File: src/rtl/uart_tx_pkg.sv
package uart_tx_pkg;

    localparam int CHAR_W = 8;

    typedef enum logic [2:0] {
        ST_IDLE  = 3'd0,
        ST_START = 3'd1,
        ST_DATA  = 3'd2,
        ST_PAR   = 3'd3,
        ST_STOP  = 3'd4,
        ST_BRK   = 3'd5
    } tx_state_e;

    // number of data bits for a length code
    function automatic logic [3:0] data_bits(input logic [1:0] code);
        return 4'd5 + {2'b00, code};
    endfunction

    // parity over the 1s (sense=0) or over the 0s (sense=1) of the used bits
    function automatic logic parity_of(input logic [CHAR_W-1:0] d,
                                       input logic [3:0]        nbits,
                                       input logic              sense);
        logic [CHAR_W-1:0] mask;
        mask = {CHAR_W{1'b1}} >> (4'd8 - nbits);
        return sense ? ^(~d & mask) : ^(d & mask);
    endfunction

endpackage

File: src/rtl/uart_tx_fifo.sv
module uart_tx_fifo #(
    parameter int DW    = 8,
    parameter int DEPTH = 8,
    localparam int LW   = $clog2(DEPTH + 1),
    localparam int PW   = (DEPTH > 1) ? $clog2(DEPTH) : 1
) (
    input  logic          clk,
    input  logic          rst_n,
    input  logic          wr_en,
    input  logic [DW-1:0] wr_data,
    input  logic          pop,
    output logic [DW-1:0] rd_data,
    output logic          empty,
    output logic [LW-1:0] level
);

    logic [DW-1:0] mem [DEPTH];
    logic [PW-1:0] wptr, rptr;
    logic [LW-1:0] count;
    logic          push;

    localparam logic [LW-1:0] FULL_LVL = LW'(DEPTH);
    localparam logic [PW-1:0] LAST_PTR = PW'(DEPTH - 1);

    assign push    = wr_en && (count != FULL_LVL);
    assign empty   = (count == '0);
    assign level   = count;
    assign rd_data = mem[rptr];

    always_ff @(posedge clk) begin
        if (push) mem[wptr] <= wr_data;
    end

    always_ff @(posedge clk or negedge rst_n) begin
        if (!rst_n) begin
            wptr  <= '0;
            rptr  <= '0;
            count <= '0;
        end else begin
            if (push) wptr <= (wptr == LAST_PTR) ? '0 : wptr + 1'b1;
            if (pop)  rptr <= (rptr == LAST_PTR) ? '0 : rptr + 1'b1;
            unique case ({push, pop})
                2'b10:   count <= count + 1'b1;
                2'b01:   count <= count - 1'b1;
                default: count <= count;
            endcase
        end
    end

    AST_NO_UNDERFLOW: assert property (@(posedge clk) disable iff (!rst_n)
        pop |-> (count != '0));
    AST_LVL_BOUND: assert property (@(posedge clk) disable iff (!rst_n)
        count <= FULL_LVL);
    AST_PUSH_GROWS: assert property (@(posedge clk) disable iff (!rst_n)
        (push && !pop) |=> (count == $past(count) + 1'b1));
    AST_SAME_CYCLE_HOLD: assert property (@(posedge clk) disable iff (!rst_n)
        (push && pop) |=> $stable(count));

endmodule

File: src/rtl/uart_cts_sync.sv
module uart_cts_sync (
    input  logic clk,
    input  logic rst_n,
    input  logic cts_n,
    input  logic fc_en,
    output logic cts_ok,
    output logic cts_evt
);

    logic meta_q, sync_q, prev_q, evt_q;

    always_ff @(posedge clk or negedge rst_n) begin
        if (!rst_n) begin
            meta_q <= 1'b1;
            sync_q <= 1'b1;
            prev_q <= 1'b1;
            evt_q  <= 1'b0;
        end else begin
            meta_q <= cts_n;
            sync_q <= meta_q;
            prev_q <= sync_q;
            evt_q  <= fc_en && (sync_q != prev_q);
        end
    end

    assign cts_ok  = !sync_q;
    assign cts_evt = evt_q;

    AST_CTS_EVT_GATED: assert property (@(posedge clk) disable iff (!rst_n)
        cts_evt |-> $past(fc_en));
    AST_CTS_EVT_PULSE: assert property (@(posedge clk) disable iff (!rst_n)
        cts_evt |=> !cts_evt);

endmodule

File: src/rtl/uart_tx_fsm.sv
module uart_tx_fsm
    import uart_tx_pkg::*;
(
    input  logic              clk,
    input  logic              rst_n,
    input  logic              tick,
    input  logic              brk_req,
    input  logic              fifo_empty,
    input  logic [CHAR_W-1:0] fifo_data,
    input  logic              cts_ok,
    input  logic              cfg_par_en,
    input  logic              cfg_par_sense,
    input  logic [1:0]        cfg_len,
    input  logic              cfg_stop2,
    input  logic              cfg_fc_en,
    output logic              pop,
    output logic              tx
);

    tx_state_e         state, state_n;
    logic [CHAR_W-1:0] shreg, shreg_n;
    logic [3:0]        cnt, cnt_n;
    logic              par_q, par_n;
    logic              stop_q, stop_n;
    logic              brk_pend, brk_clr;
    logic [3:0]        nbits, brk_len;
    logic              may_send;

    assign nbits    = data_bits(cfg_len);
    assign brk_len  = nbits + 4'd2 + {3'b000, cfg_par_en} + {3'b000, cfg_stop2};
    assign may_send = !fifo_empty && (!cfg_fc_en || cts_ok);

    // next state and datapath
    always_comb begin
        state_n = state;
        shreg_n = shreg;
        cnt_n   = cnt;
        par_n   = par_q;
        stop_n  = stop_q;
        pop     = 1'b0;
        brk_clr = 1'b0;
        if (tick) begin
            unique case (state)
                ST_IDLE, ST_STOP: begin
                    if (state == ST_STOP && cfg_stop2 && !stop_q) begin
                        stop_n = 1'b1;                 // second_stop
                    end else if (brk_pend) begin
                        state_n = ST_BRK;              // launch_break
                        cnt_n   = '0;
                    end else if (may_send) begin
                        state_n = ST_START;            // launch_char
                        shreg_n = fifo_data;
                        par_n   = parity_of(fifo_data, nbits, cfg_par_sense);
                        pop     = 1'b1;
                    end else begin
                        state_n = ST_IDLE;             // rest
                    end
                end
                ST_START: begin
                    state_n = ST_DATA;                 // begin_data
                    cnt_n   = '0;
                end
                ST_DATA: begin
                    if (cnt == nbits - 4'd1) begin
                        state_n = cfg_par_en ? ST_PAR : ST_STOP; // end_data
                        stop_n  = 1'b0;
                    end else begin
                        cnt_n   = cnt + 4'd1;
                        shreg_n = shreg >> 1;
                    end
                end
                ST_PAR: begin
                    state_n = ST_STOP;                 // end_parity
                    stop_n  = 1'b0;
                end
                ST_BRK: begin
                    if (cnt == brk_len - 4'd1) begin
                        state_n = ST_IDLE;             // end_break
                        brk_clr = 1'b1;
                    end else begin
                        cnt_n = cnt + 4'd1;
                    end
                end
                default: state_n = ST_IDLE;
            endcase
        end
    end

    // state register
    always_ff @(posedge clk or negedge rst_n) begin
        if (!rst_n) begin
            state    <= ST_IDLE;
            shreg    <= '0;
            cnt      <= '0;
            par_q    <= 1'b0;
            stop_q   <= 1'b0;
            brk_pend <= 1'b0;
        end else begin
            state    <= state_n;
            shreg    <= shreg_n;
            cnt      <= cnt_n;
            par_q    <= par_n;
            stop_q   <= stop_n;
            brk_pend <= brk_req | (brk_pend & !brk_clr);
        end
    end

    // outputs
    always_comb begin
        unique case (state)
            ST_START, ST_BRK: tx = 1'b0;
            ST_DATA:          tx = shreg[0];
            ST_PAR:           tx = par_q;
            default:          tx = 1'b1;
        endcase
    end

    AST_MOVE_ON_TICK: assert property (@(posedge clk) disable iff (!rst_n)
        !tick |=> $stable(state));
    AST_PAUSE_AT_IDLE: assert property (@(posedge clk) disable iff (!rst_n)
        (tick && state == ST_IDLE && cfg_fc_en && !cts_ok && !brk_pend) |=> (state == ST_IDLE));
    AST_CHAR_COMPLETES: assert property (@(posedge clk) disable iff (!rst_n)
        (state == ST_DATA) |=> (state inside {ST_DATA, ST_PAR, ST_STOP}));
    AST_BRK_AUTOCLEAR: assert property (@(posedge clk) disable iff (!rst_n)
        (state == ST_BRK && tick && cnt == brk_len - 4'd1 && !brk_req) |=> !brk_pend);
    AST_BRK_THEN_IDLE: assert property (@(posedge clk) disable iff (!rst_n)
        (state == ST_BRK && tick && cnt == brk_len - 4'd1) |=> (state == ST_IDLE));

endmodule

File: src/rtl/uart_tx_core.sv
module uart_tx_core #(
    parameter int DEPTH  = 8,
    localparam int DW    = uart_tx_pkg::CHAR_W,
    localparam int LVL_W = $clog2(DEPTH + 1)
) (
    input  logic             clk,
    input  logic             rst_n,
    input  logic             baud_tick,
    input  logic             wr_en,
    input  logic [DW-1:0]    wr_data,
    input  logic             cfg_par_en,
    input  logic             cfg_par_sense,
    input  logic [1:0]       cfg_len,
    input  logic             cfg_stop2,
    input  logic             cfg_fc_en,
    input  logic             brk_req,
    input  logic [LVL_W-1:0] cfg_thr,
    input  logic             cts_n,
    output logic             tx,
    output logic [LVL_W-1:0] fifo_level,
    output logic             thr_evt,
    output logic             cts_evt
);

    logic          pop, empty, cts_ok;
    logic [DW-1:0] head;
    logic [LVL_W-1:0] lvl_prev;

    uart_tx_fifo #(.DW(DW), .DEPTH(DEPTH)) u_fifo (
        .clk     (clk),
        .rst_n   (rst_n),
        .wr_en   (wr_en),
        .wr_data (wr_data),
        .pop     (pop),
        .rd_data (head),
        .empty   (empty),
        .level   (fifo_level)
    );

    uart_cts_sync u_cts (
        .clk     (clk),
        .rst_n   (rst_n),
        .cts_n   (cts_n),
        .fc_en   (cfg_fc_en),
        .cts_ok  (cts_ok),
        .cts_evt (cts_evt)
    );

    uart_tx_fsm u_fsm (
        .clk           (clk),
        .rst_n         (rst_n),
        .tick          (baud_tick),
        .brk_req       (brk_req),
        .fifo_empty    (empty),
        .fifo_data     (head),
        .cts_ok        (cts_ok),
        .cfg_par_en    (cfg_par_en),
        .cfg_par_sense (cfg_par_sense),
        .cfg_len       (cfg_len),
        .cfg_stop2     (cfg_stop2),
        .cfg_fc_en     (cfg_fc_en),
        .pop           (pop),
        .tx            (tx)
    );

    // drain-onto-threshold edge detector
    always_ff @(posedge clk or negedge rst_n) begin
        if (!rst_n) lvl_prev <= '0;
        else        lvl_prev <= fifo_level;
    end

    assign thr_evt = (lvl_prev > cfg_thr) && (fifo_level == cfg_thr);

    AST_THR_PULSE: assert property (@(posedge clk) disable iff (!rst_n)
        thr_evt |=> !thr_evt);
    AST_THR_ON_POP: assert property (@(posedge clk) disable iff (!rst_n)
        thr_evt |-> $past(pop));

endmodule

File: config.mk
export PLATFORM = sky130hd
export DESIGN_NAME = uart_tx_core
export DESIGN_NICKNAME = d
export VERILOG_FILES = /design/src/rtl/uart_tx_pkg.sv /design/src/rtl/uart_tx_fifo.sv /design/src/rtl/uart_cts_sync.sv /design/src/rtl/uart_tx_fsm.sv /design/src/rtl/uart_tx_core.sv
export SDC_FILE = /design/constraint.sdc
export NUM_CORES = 1
export LEC_CHECK = 0
export BUFFER_PORTS_ARGS = -buffer_cell sky130_fd_sc_hd__buf_4
export CAP_MARGIN = 5
export CORE_ASPECT_RATIO = 1.25
export CORE_MARGIN = 5
export CORE_UTILIZATION = 65
export CTS_BUF_LIST = sky130_fd_sc_hd__clkbuf_4 sky130_fd_sc_hd__clkbuf_8 sky130_fd_sc_hd__clkbuf_16
export CTS_CLUSTER_DIAMETER = 100
export DETAILED_ROUTE_END_ITERATION = 8
export GPL_TIMING_DRIVEN = 0
export HOLD_SLACK_MARGIN = 0.05
export PLACE_DENSITY_LB_ADDON = 0.25
export SLEW_MARGIN = 10
export SYNTH_ARGS = -nofsm -noshare
export SYNTH_HDL_FRONTEND = slang
export SYNTH_HIERARCHICAL = 1
export SYNTH_SLANG_ARGS = --single-unit
File: constraint.sdc
create_clock -name clk -period 4.1 [get_ports clk]
set_input_delay 0.205 -clock clk [delete_from_list [all_inputs] [get_ports clk]]
set_output_delay 0.205 -clock clk [all_outputs]
set_load 0.01 [all_outputs]
# Word level (Yosys, flattened, before mapping)
# Memories as Yosys holds them, arrays and structs flattened.
# Index checks and enable logic that the tools add are counted.
# word_totals
memories	1
ram_bits	64
output_inout_bits	7
word_cells	121
regBits	36
input_bits	24
# memory_table
memory	words	width	read_ports	rd_clocked_by_memory_dff	wr	line_no	text
u_fifo.mem	8	8	1	0	1	uart_tx_fifo.sv:17	logic [DW-1:0] mem [DEPTH];
# classes
reduce_logical	27
n_bitwise	7
n_addsub	12
shift	1
eq_ne	23
n_mux	35
magnitude_cmp	1
# ops
op	n
$mux W8	4
$mux W3	7
$and A8 B8 Y8	2
$mux W4	4
$pmux W4 S4	1
$pmux W8 S2	1
$reduce_xor A8 Y1	2
$pmux W3 S5	1
$mux W1	14
$eq A3 B3 Y1 const B	4
$eq A4 B4 Y1	3
$reduce_and A6 Y1	2
$sub A4 B1 Y4 const B	3
$ne A2 B1 Y1 const B	5
$add A4 B1 Y4	2
$add A4 B1 Y4 const B	2
$ne A2 B2 Y1 const B	4
$not A8 Y8	1
$pmux W4 S2	1
$reduce_and A4 Y1	2
$shr A8 B4 Y8 const A	1
$add A3 B1 Y3 const B	2
$eq A3 B2 Y1 const B	2
$logic_and A1 B1 Y1	6
other kinds (22)	30

# Longest topological paths before layout
# Gate-level depths: netlist of the first run.
# logic_depth
word_depth	12
mapped_depth	12
depth_no_buf	12

# By module
# The synthesis of the first run kept the hierarchy.
# modules_own_cells
module	seq_area_each_um2	cells_each	instances	area_per_inst_um2
uart_tx_fifo	2172.1	151	1	3083.0
uart_tx_fsm	450.4	147	1	1422.6
uart_tx_core	100.1	22	1	250.2
uart_cts_sync	103.8	7	1	122.6

# Least setup slack after synthesis of the first run
# Ideal clock, no wire load.
# synth_timing
path_kind	register to register
startpoint	register u_fifo.count[0], in the netlist u_fifo/level[0]
endpoint	register u_fifo.count[2], in the netlist u_fifo/level[2]
n_path_buf	0
required_ns	3.966
arrival_ns	2.564
path_stages_with_launch	12
path_slack_ns	1.401
synth_period_minus_slack_ns	2.699
path_cell_list	dfrtp_1 > nor4_1 > a21o_1 > or4_4 > nor2_1 > ha_1 > xor2_1 > ha_1 > a21oi_1 > xor2_1 > nor2_1 > xor2_1
# synth_between
elab_chain_cells	10
elab_cells_between_ends	16
cone_classes	2 x add/sub; 3 x eq/ne; 6 x mux; 5 x reduce/logical
# synth_rtl
item	line_no	text
start: declaration	uart_tx_fifo.sv:19	logic [LW-1:0] count;
start signal: assignment	uart_tx_fifo.sv:43	2'b10: count <= count + 1'b1;
start signal: assignment	uart_tx_fifo.sv:44	2'b01: count <= count - 1'b1;
start signal: assignment	uart_tx_fifo.sv:45	default: count <= count;
$logic_not A4 Y1 *	uart_tx_fifo.sv:26	assign empty = (count == '0);
via empty	uart_tx_core.sv:25	logic pop, empty, cts_ok;
$logic_not A1 Y1 *	uart_tx_fsm.sv:31	assign may_send = !fifo_empty && (!cfg_fc_en || cts_ok);
$logic_and A1 B1 Y1 *	uart_tx_fsm.sv:31	
$mux W1 *	uart_tx_fsm.sv:50	end else if (may_send) begin
$mux W1 *	uart_tx_fsm.sv:47	end else if (brk_pend) begin
$mux W1 *	uart_tx_fsm.sv:45	if (state == ST_STOP && cfg_stop2 && !stop_q) begin
$mux W1 *	uart_tx_fsm.sv:43	unique case (state)
$mux W1 *	uart_tx_fsm.sv:42	if (tick) begin
via pop	uart_tx_core.sv:25	
$eq A2 B1 Y1 / $eq A2 B2 Y1 (equally long branches)	uart_tx_fifo.sv:42	unique case ({push, pop})
$pmux W4 S2 / $reduce_bool A2 Y1 (equally long branches)	n/a	
# Mark *: on every way through the listed nets, which the timed path passes. The rest lies on a longest branch.
# A chain may end at the register's enable or synchronous reset.

# Final worst setup path of the first run
# Same ends and word-level chain as after synthesis.

==> results of run 1 <==
synth_stat cells (6+ instances only):
cell type	n
mux2i_1	7
nand2b_1	6
inv_1	19
xor2_1	9
dfrtp_1	33
nor3_1	6
mux2_2	7
mux2_4	8
mux4_2	8
edfxtp_1	64
nand2_1	8
ha_1	18
mux4_1	8
a21oi_1	12
xnor2_1	14
nor2_1	24
cell type report:
cell class	instances	area share [%]
inverters	19	1.31
clock inverters	7	1.06
clock buffers	9	2.28
repair buffers	34	4.83
well taps	92	2.11
flip-flops and latches	100	51.9
multi-input cells	199	35.2
plain buffers	9	1.29
cells by family (layout without fill, tap and decap cells):
logic type,after synthesis,after routing,synth area share (%)
buffers and inverters,28,78,2.90
muxes,41,41,14.3
AOI/OAI and AO/OA,44,44,7.41
xor gates and xnor gates,24,24,4.46
adders and majority gates,19,19,5.03
and+or+nand+nor,71,71,8.00
DFF,100,100,57.9
power groups by stage:
stage | clock (W) | sequential [W] | combinational [W]
floorplan | 0 | 0.00145 | 0.000792
global placement | 0 | 0.00148 | 0.000992
detailed placement | 0 | 0.00150 | 0.00103
CTS | 0.000579 | 0.00147 | 0.00104
global route | 0.000632 | 0.00150 | 0.00114
finish | 0.000565 | 0.00148 | 0.00103
metal layers:
metal,wire length [µm],up-vias,share of wire [%],GRT usage (%)
met5,0,-,0,0
met4,59,0,0.76,4.50
met3,232,6,3.0,4.61
met2,4300,40,55,32.2
met1,3190,1327,41,22.3
li1,-,1313,-,-
metrics by stage:
| step | std cells | cell area, µm² | setup slack [ns] | total power [W] | util (%) |
|---|---|---|---|---|---|
| after CTS | 469 | 5440 | 1.08 | 0.00309 | 74.0 |
| after global placement | 449 | 5220 | 1.14 | 0.00247 | 70.9 |
| final | 469 | 5440 | 1.08 | 0.00307 | 74.0 |
| after global routing | 469 | 5440 | 0.880 | 0.00328 | 74.0 |
| after detailed placement | 450 | 5230 | 1.10 | 0.00253 | 71.1 |
| after floorplan | 327 | 4880 | 1.40 | 0.00225 | - |
flip-flops by register name, indices dropped and copies added, names as in the netlist, 3 cells and up:
register,count
u_fifo/wptr,3
u_fifo/level,4
u_fsm/shreg,8
lvl_prev,4
u_fifo/mem,64
u_fifo/rptr,3
u_fsm/state,3
u_fsm/cnt,4
worst register-to-register path: stages, from the launching register on:
cell,delay (ns)
dfrtp_1,0.56
nor4_1,0.13
a21o_1,0.19
or4_4,0.44
nor2_1,0.41
ha_1,0.37
xor2_1,0.10
ha_1,0.18
a21oi_1,0.16
xor2_1,0.16
nor2_1,0.06
xor2_1,0.14
final timing paths:
check / startpoint / end / slack [ns] / depth (start not counted)
max: u_fifo/level[0]$_DFFE_PN0P_ / u_fifo/level[2]$_DFFE_PN0P_ / 1.08 / 11
min: cfg_fc_en / u_cts/cts_evt$_DFF_PN0_ / 0.07 / 2
max reg2reg: u_fifo/level[0]$_DFFE_PN0P_ / u_fifo/level[2]$_DFFE_PN0P_ / 1.08 / 11
min reg2reg: u_cts/meta_q$_DFF_PN1_ / u_cts/sync_q$_DFF_PN1_ / 0.37 / 0
max in group asynchronous: rst_n / u_cts/sync_q$_DFF_PN1_ / 3.42 / 2
min in group asynchronous: rst_n / u_fifo/wptr[0]$_DFFE_PN0P_ / 0.34 / 2
what timing repair did:
action | CTS | global route
buffers inserted | 0 | 0
endpoints found under the hold margin | 35 | 0
hold buffers | 3 | 0
==> results_dict.tcl, run 1 <==
set metrics [dict create \
    clk_pin_slew_ns 0.10 \
    tightestPinTransition_ns 1.28 \
    drive_above_1_share_pct 26.5 \
    yosysUniqueCellTypes 60 \
    cts-root-buf "clkbuf_8" \
    swShare_pct 33.4 \
    syn_inst 327 \
    cts_sinks 100 \
    die-area_um2 9350 \
    leakage_nw 2.08 \
    num_rows 35 \
    die_y_um 107 \
    combPwrFrac_pct 33.5 \
    io_pins 31 \
    post_cts_resized 0 \
    drt_iter0_markers 146 \
    max_slew_margin_pct 14.1 \
    place_hpwl_um 5760 \
    wirelength_um 7780 \
    max_stage_delay_ns 0.56 \
    synth_edf_count 64 \
    port_buffers 30 \
    multi_input_area_um2 1920 \
    num_antenna_cells 0 \
    ir_drop_uv 345 \
    drc 0 \
    htreeDepth 3 \
    grt_antenna_before_repair 0 \
    ys_async_sr_fraction_pct 36.0 \
    fin_crit_ns 3.02 \
    grt_start_max_net_pins 37 \
    nFillCells 482 \
    path_class "reg -> reg" \
    syn_avg_cell_area_um2 14.9 \
    synth_ff_type "edfxtp_1" \
    drtAntennaViolNets 0 \
    p_clk_share_pct 18.4 \
    maxCapViolCount 0 \
    syn_nets 370 \
    place.gp.congestion 0.856 \
    min_path_type "in -> reg" \
    cpMaxStageDelayCell "dfrtp_1" \
    finalHoldWorstSlack_ns 0.0674 \
    slew_viol_final 0 \
    synth_seq_area_share_pct 57.9 \
    die_w_um 87.5 \
    initial_utilization_pct 66.3 \
    syn2layout_area_growth_pct 11.6 \
    cellPowerDensity_nw_per_um2 564 \
    clk-insertion-delay-late_ns 0.36 \
    yosys-top-cells-area "edfxtp_1, dfrtp_1, ha_1" \
    nets 415 \
    cts_tree "done" \
    power_frac_seq_pct 48.1 \
    firstDrtPassIters 4 \
    crit_family "simple AND/OR/NAND/NOR gates" \
    grt_use_total_pct 18.3 \
    cpMostUsedCell "xor2_1" \
    path_cells "nor4_1 > a21o_1 > or4_4 > nor2_1 > ha_1 > xor2_1 > ha_1 > a21oi_1 > xor2_1 > nor2_1 > xor2_1" \
    end_kind "register" \
    cp.required_ns 4.33 \
    finalCritPeriodShare_pct 73.7 \
    cts_buffers 9 \
    viasPerCell 5.73 \
    switchingPower_w 0.00102 \
    ys_warn_count 6 \
    layout_common_cells "edfxtp_1, dfrtp_1, buf_4" \
    critPathMaxFanout 10 \
    grt_pass1_wl_um 13000 \
    clock_skew_ns 0.0114 \
    wire_per_inst_um 16.6 \
    clock_path_buffers 2 \
    internal_power_w 0.00204 \
    setup_violations 0 \
    crit_buf_inv 0 \
    seq_area_um2 2830 \
    synth_seq_cells 100 \
    yosysTopAreaCell "edfxtp_1" \
    tns_ns 0 \
    grt_setup_unrepaired "false" \
    status "complete, no violations" \
    grt_overflow 0 \
    core-area_um2 7360 \
    critical_path_arrival_ns 3.26 \
    vias 2686 \
    crit_path_start_kind "register" \
    hold_viol 0 \
    grt_pass1_vias 2749 \
    mostFrequentLayoutCell "edfxtp_1" \
    fmax_mhz 331 \
    syn_area_um2 4880 \
    synth_top_area_share_pct 39.4 \
]
(Power assumes the default switching activity.)
==> run 2, diff against run 1 <==
--- a/config.mk
+++ b/config.mk
@@ -5,11 +5,12 @@
 export SDC_FILE = /design/constraint.sdc
 export NUM_CORES = 1
 export LEC_CHECK = 0
+export ABC_AREA = 1
 export BUFFER_PORTS_ARGS = -buffer_cell sky130_fd_sc_hd__buf_4
 export CAP_MARGIN = 5
 export CORE_ASPECT_RATIO = 1.25
 export CORE_MARGIN = 5
-export CORE_UTILIZATION = 65
+export CORE_UTILIZATION = 61
 export CTS_BUF_LIST = sky130_fd_sc_hd__clkbuf_4 sky130_fd_sc_hd__clkbuf_8 sky130_fd_sc_hd__clkbuf_16
 export CTS_CLUSTER_DIAMETER = 100
 export DETAILED_ROUTE_END_ITERATION = 8
==> constraint.sdc (replaced) <==
create_clock -name clk -period 2.89 [get_ports clk]
set_input_delay 0.1445 -clock clk [delete_from_list [all_inputs] [get_ports clk]]
set_output_delay 0.1445 -clock clk [all_outputs]
set_load 0.01 [all_outputs]
==> run 2 against run 1 <==
Maximum frequency up 16%. Clock-buffer cell count up 1. Via count up 38%. Final area up 5.0%. First-iteration DRC count up 14%. Sequential power up 40%. Synthesized cell count up 60%.
==> results_dict.tcl, run 2 <==
set metrics [dict create \
    wire_per_inst_um 14.7 \
    grt_antenna_before_repair 0 \
    grt_overflow 0 \
    ys_warn_count 6 \
    setup_violations 0 \
    viasPerCell 5.46 \
    die_w_um 91.5 \
    core-area_um2 8150 \
    place.gp.congestion 0.894 \
    max_stage_delay_ns 0.53 \
    die_y_um 112 \
    clock_skew_ns 0.0102 \
    synth_edf_count 64 \
    grt_pass1_wl_um 16700 \
    end_kind "register" \
    drt_iter0_markers 167 \
    critical_path_arrival_ns 2.87 \
    drtAntennaViolNets 0 \
    cellPowerDensity_nw_per_um2 782 \
    drc 0 \
    drive_above_1_share_pct 18.1 \
    dp_slack_ns 0.248 \
    num_rows 37 \
    synth_seq_cells 100 \
    post-cts-setup-buffers 0 \
    final_area_um2 5710 \
    post_cts_resized 0 \
    synth_ff_type "edfxtp_1" \
    leakage_nw 2.51 \
    die-area_um2 10200 \
    cts_tree "done" \
    internal_power_w 0.00280 \
    power_frac_seq_pct 46.3 \
    min_path_type "in -> reg" \
    synth_seq_area_share_pct 55.9 \
    grt_pass1_vias 3682 \
    cpMaxStageDelayCell "dfrtp_1" \
    maxCapViolCount 0 \
    syn_avg_cell_area_um2 9.69 \
    syn_inst 522 \
    nets 618 \
    multi_input_area_um2 1920 \
    num_antenna_cells 0 \
    io_pins 31 \
    path_cells "nor4_1 > a21oi_1 > nand3_1 > nor2_1 > ha_1 > nand2_1 > inv_1 > nor2_2 > ha_1 > a21oi_1 > xor2_1 > o21ai_1" \
    top_regs "u_fifo/mem: 64 flops, u_fsm/shreg: 8 flops" \
    initial_utilization_pct 62.1 \
    clk_pin_slew_ns 0.10 \
    cts-root-buf "clkbuf_8" \
    fin_ws_ns 0.274 \
    synth_top_area_share_pct 38.0 \
    syn_nets 565 \
    slew_viol_final 0 \
    tns_ns 0 \
    firstDrtPassIters 5 \
    switchingPower_w 0.00167 \
    ir_drop_uv 528 \
    mostFrequentLayoutCell "nand2_1" \
    cts_sinks 100 \
    syn2layout_area_growth_pct 12.9 \
    dpl_cell_area_um2 5410 \
    wirelength_um 9970 \
    clock_path_buffers 2 \
    yosys-top-cells-area "edfxtp_1, dfrtp_1, nand2_1" \
    place_hpwl_um 6980 \
    fmax_mhz 382 \
    largest_reg_flops 64 \
    grt_setup_unrepaired "false" \
    fin_crit_ns 2.62 \
    path_class "reg -> reg" \
    layout_common_cells "nand2_1, edfxtp_1, nor2_1" \
    nFillCells 617 \
    port_buffers 30 \
    yosysUniqueCellTypes 37 \
    cp.required_ns 3.14 \
    cts_buffers 9 \
    tightestPinTransition_ns 0.888 \
    status "complete, no violations" \
    crit_path_start_kind "register" \
    yosysTopAreaCell "edfxtp_1" \
    finalCritPeriodShare_pct 90.5 \
    yosys.cell_count.top_type "nand2_1" \
    max_slew_margin_pct 40.6 \
    htreeDepth 3 \
    seq_area_um2 2830 \
    critPathMaxFanout 10 \
    ys_async_sr_fraction_pct 36.0 \
    ys_top_cells_by_count "nand2_1, edfxtp_1, nor2_1" \
    combPwrFrac_pct 34.9 \
    grt_use_total_pct 20.4 \
    grt_start_max_net_pins 37 \
    vias 3694 \
    top_register "u_fifo/mem" \
    syn_area_um2 5060 \
    clk-insertion-delay-late_ns 0.36 \
    hold_viol 0 \
    swShare_pct 37.4 \
    finalCoreUtilization_pct 70.1 \
    p_clk_share_pct 18.9 \
]
[run 2: cell count changes after synthesis, moves of 14 or more]
| cell | before | now |
|---|---|---|
| nand3_1 | 3 | 25 |
| o21ai_0 | 2 | 17 |
| o22ai_1 | 2 | 16 |
| nor2_1 | 24 | 62 |
| inv_1 | 19 | 46 |
| o21ai_1 | 4 | 22 |
| nand2_1 | 8 | 123 |
| o21ai_2 | 1 | 17 |
[run 2: critical path: cells and delay by family (launching register included)]
family | cells | cell delay, ns
DFF | 1 | 0.53
buffers and inverters | 1 | 0.09
and+or+nand+nor | 5 | 0.87
xor gates and xnor gates | 1 | 0.15
AOI/OAI and AO/OA | 3 | 0.39
adders and majority gates | 2 | 0.48
[run 2: metal layers]
layer | wire, µm | GRT usage [%] | vias up
met5 | 0 | 0 | -
met4 | 142 | 6.65 | 0
met3 | 474 | 4.86 | 13
met2 | 5290 | 36.6 | 77
met1 | 4060 | 23.6 | 1752
li1 | - | - | 1852
[run 2: cell type report]
class | count | share of cell area (%)
Multi-Input combinational cell | 354 | 33.6
Clock inverter | 6 | 0.985
Tap cell | 97 | 2.12
Sequential cell | 100 | 49.5
Buffer | 11 | 1.66
Clock buffer | 10 | 2.30
Inverter | 57 | 3.79
Timing Repair Buffer | 42 | 6.04
[run 2: cells by family (layout without fill, tap and decap cells)]
logic type	Yosys count	count (layout)	share of synthesized area, %
multiplexers	5	5	0.989
AO/OA/AOI/OAI	79	79	9.62
adder cells (fa/ha/maj)	19	19	4.85
buffers and inverters	68	126	6.16
flip-flops	100	100	55.9
AND/OR/NAND/NOR	237	237	20.1
XOR/XNOR	14	14	2.42
[run 2: metrics by stage]
step           hold slack [ns]  cells  power, W
2_1_floorplan           -0.151    522   0.00321
3_3_place_gp             0.129    649   0.00358
3_5_place_dp             0.132    649   0.00364
4_1_cts                 0.0887    677   0.00449
5_1_grt                 0.0936    677   0.00482
6_report                 0.109    677   0.00447
[run 2: worst paths after layout]
check,to,cells past startpoint,slack (ns),startpoint
worst min-delay path,u_fsm/brk_pend$_DFF_PN0_,4,0.11,baud_tick
min in group asynchronous,u_fifo/wptr[0]$_DFFE_PN0P_,2,0.27,rst_n
worst min register to register,u_cts/sync_q$_DFF_PN1_,0,0.36,u_cts/meta_q$_DFF_PN1_
max in group asynchronous,u_cts/prev_q$_DFF_PN1_,2,2.28,rst_n
worst max-delay path,u_fifo/level[2]$_DFFE_PN0P_,12,0.27,u_fifo/level[1]$_DFFE_PN0P_
worst max register to register,u_fifo/level[2]$_DFFE_PN0P_,12,0.27,u_fifo/level[1]$_DFFE_PN0P_
[run 2: power by group through the flow]
stage | Combinational (W) | Sequential, W | Clock, W
detailed placement | 0.00154 | 0.00210 | 0
CTS | 0.00157 | 0.00207 | 0.000856
global placement | 0.00149 | 0.00209 | 0
finish | 0.00156 | 0.00207 | 0.000843
global route | 0.00179 | 0.00211 | 0.000925
floorplan | 0.00116 | 0.00205 | 0
[run 2: repair_timing]
item                                   CTS  global route
hold buffers                            12             0
endpoints found under the hold margin  100             0
setup endpoints to repair                0             0
==> run 3, diff against run 2 <==
--- a/config.mk
+++ b/config.mk
@@ -16,7 +16,7 @@
 export DETAILED_ROUTE_END_ITERATION = 8
 export GPL_TIMING_DRIVEN = 0
 export HOLD_SLACK_MARGIN = 0.05
-export PLACE_DENSITY_LB_ADDON = 0.25
+export PLACE_DENSITY = 0.91
 export SLEW_MARGIN = 10
 export SYNTH_ARGS = -nofsm -noshare
 export SYNTH_HDL_FRONTEND = slang
==> run 3 against run 2 <==
Total power grew 0.93%. Final area is essentially flat. Hold slack lost 0.0024 ns. Clock-buffer cell count shrank 1. Flip-flop and latch count is the same. Sequential share of layout area is essentially flat. Final cell count is the same. Clock power shrank 3.0%. Critical path type unchanged. Register-to-register slack gained 0.02 ns. Utilization is essentially flat. Critical path depth is the same. Setup slack gained 0.019 ns.
==> results_dict.tcl, run 3 (synthesized netlist as in run 2, its figures left out) <==
set metrics [dict create \
    vias 3824 \
    port_buffers 30 \
    grt_antenna_before_repair 0 \
    status "complete, no violations" \
    critical_path_arrival_ns 2.84 \
    final_area_um2 5710 \
    cts_buffers 9 \
    r2r_slack_ns 0.29 \
    cellPowerDensity_nw_per_um2 790 \
    cts-root-buf "clkbuf_8" \
    path_cells "nor4_1 > a21oi_1 > nand3_1 > nor2_2 > ha_1 > nand2_1 > inv_1 > nor2_2 > ha_1 > a21oi_1 > xor2_1 > o21ai_1" \
    switchingPower_w 0.00173 \
    grt_start_max_net_pins 37 \
    htreeDepth 3 \
    die_y_um 112 \
    cts_sinks 100 \
    combPwrFrac_pct 35.7 \
    p_clk_share_pct 18.1 \
    post-cts-setup-buffers 0 \
    min_to "u_fifo/wptr[2]$_DFFE_PN0P_" \
    grt_pass1_wl_um 18000 \
    setup_violations 0 \
    syn2layout_area_growth_pct 12.9 \
    ir_drop_uv 540 \
    end_kind "register" \
    leakage_nw 2.51 \
    whs_path_depth 4 \
    fin_crit_ns 2.60 \
    cp-startpoint "u_fifo/level[1]$_DFFE_PN0P_" \
    drtAntennaViolNets 0 \
    power_frac_seq_pct 46.2 \
    internal_power_w 0.00279 \
    clk_pin_slew_ns 0.10 \
    clk-insertion-delay-late_ns 0.37 \
    initial_utilization_pct 62.1 \
    design_power_total_w 0.00451 \
    top_regs "u_fifo/mem: 64 flops, u_fsm/shreg: 8 flops" \
    wire_per_inst_um 16.0 \
    drt_iter0_markers 247 \
    num_antenna_cells 0 \
    fmax_mhz 385 \
    mostFrequentLayoutCell "nand2_1" \
    cpMaxStageDelayCell "dfrtp_1" \
    swShare_pct 38.2 \
    min-delay-start "wr_en" \
    crit_path_start_kind "register" \
    die-area_um2 10200 \
    tns_ns 0 \
    drive_above_1_share_pct 18.3 \
    grt_pass1_vias 3955 \
    core-area_um2 8150 \
    top_register "u_fifo/mem" \
    dp_cells 649 \
    critPathMaxFanout 10 \
    max_slew_margin_pct 39.6 \
    r2r_cells 12 \
    dpl_cell_area_um2 5410 \
    drc 0 \
    tightestPinTransition_ns 0.903 \
    finalCritPeriodShare_pct 89.8 \
    min_path_type "in -> reg" \
    clock_skew_ns 0.0113 \
    wirelength_um 10800 \
    io_pins 31 \
    nets 618 \
    die_w_um 91.5 \
    r2r_end "u_fifo/level[2]$_DFFE_PN0P_" \
    grt_use_total_pct 22.0 \
    clock_path_buffers 2 \
    max_stage_delay_ns 0.55 \
    grt_setup_unrepaired "false" \
    cts_tree "done" \
    largest_reg_flops 64 \
    maxCapViolCount 0 \
    cp.required_ns 3.14 \
    viasPerCell 5.65 \
    grt_overflow 0 \
    path_class "reg -> reg" \
    layout_common_cells "nand2_1, edfxtp_1, nor2_1" \
    stdcell_count 677 \
    place_hpwl_um 7470 \
    hold_viol 0 \
    place.gp.congestion 0.931 \
    num_rows 37 \
    reg2reg_from "u_fifo/level[1]$_DFFE_PN0P_" \
    slew_viol_final 0 \
    firstDrtPassIters 4 \
]
[run 3: how the worst max path moves through the flow]
stage	end	slack, ns
global placement	u_fifo/level[2]$_DFFE_PN0P_	0.30
global route	u_fifo/level[2]$_DFFE_PN0P_	0.06
finish	u_fifo/level[2]$_DFFE_PN0P_	0.29
detailed placement	u_fifo/level[2]$_DFFE_PN0P_	0.20
CTS	u_fifo/level[2]$_DFFE_PN0P_	0.17
floorplan	u_fifo/level[2]$_DFFE_PN0P_	0.61
[run 3: critical path, delay by kind of cell (launching register included)]
family / cells / cell delay, ns
flip-flops: 1 / 0.55
AO/OA/AOI/OAI: 3 / 0.42
AND/OR/NAND/NOR: 5 / 0.80
buffers and inverters: 1 / 0.09
adder cells (fa/ha/maj): 2 / 0.45
XOR/XNOR: 1 / 0.17
[run 3: power groups by stage]
stage | Sequential (W) | Clock, W | Combinational, W
6_report | 0.00208 | 0.000818 | 0.00161
5_1_grt | 0.00212 | 0.000899 | 0.00181
4_1_cts | 0.00208 | 0.000828 | 0.00160
3_5_place_dp | 0.00211 | 0 | 0.00158
3_3_place_gp | 0.00209 | 0 | 0.00148
2_1_floorplan | 0.00205 | 0 | 0.00116
[run 3: per-stage QoR]
| stage | hold WS (ns) | setup slack, ns | util (%) |
|---|---|---|---|
| finish | 0.106 | 0.294 | 70.1 |
| global route | 0.113 | 0.0599 | 70.1 |
| CTS | 0.101 | 0.168 | 70.1 |
| detailed placement | 0.128 | 0.197 | 66.4 |
| global placement | 0.122 | 0.299 | 66.4 |
| floorplan | -0.151 | 0.611 | - |
[run 3: per-layer routing]
| layer | global-route usage (%) | up-vias | part of all wire (%) |
|---|---|---|---|
| met2 | 37.7 | 139 | 53 |
| met5 | 0 | - | 0 |
| li1 | - | 1849 | - |
| met1 | 25.7 | 1799 | 38 |
| met4 | 12.6 | 0 | 3.5 |
| met3 | 3.65 | 37 | 5.8 |
[run 3: timing repair]
action | in CTS | in global routing
hold endpoints to repair | 100 | 0
gates resized for setup | 0 | 1
hold buffers | 12 | 0
setup endpoints to repair | 0 | 1
[run 3: final cells by class]
cell class | instances | area (µm²)
Multi-Input combinational cell | 354 | 1920
Tap cell | 97 | 121
Buffer | 11 | 95.1
Timing Repair Buffer | 42 | 345
Clock buffer | 9 | 124
Fill cell | 580 | 2440
Clock inverter | 7 | 57.6
Sequential cell | 100 | 2830
Inverter | 57 | 216
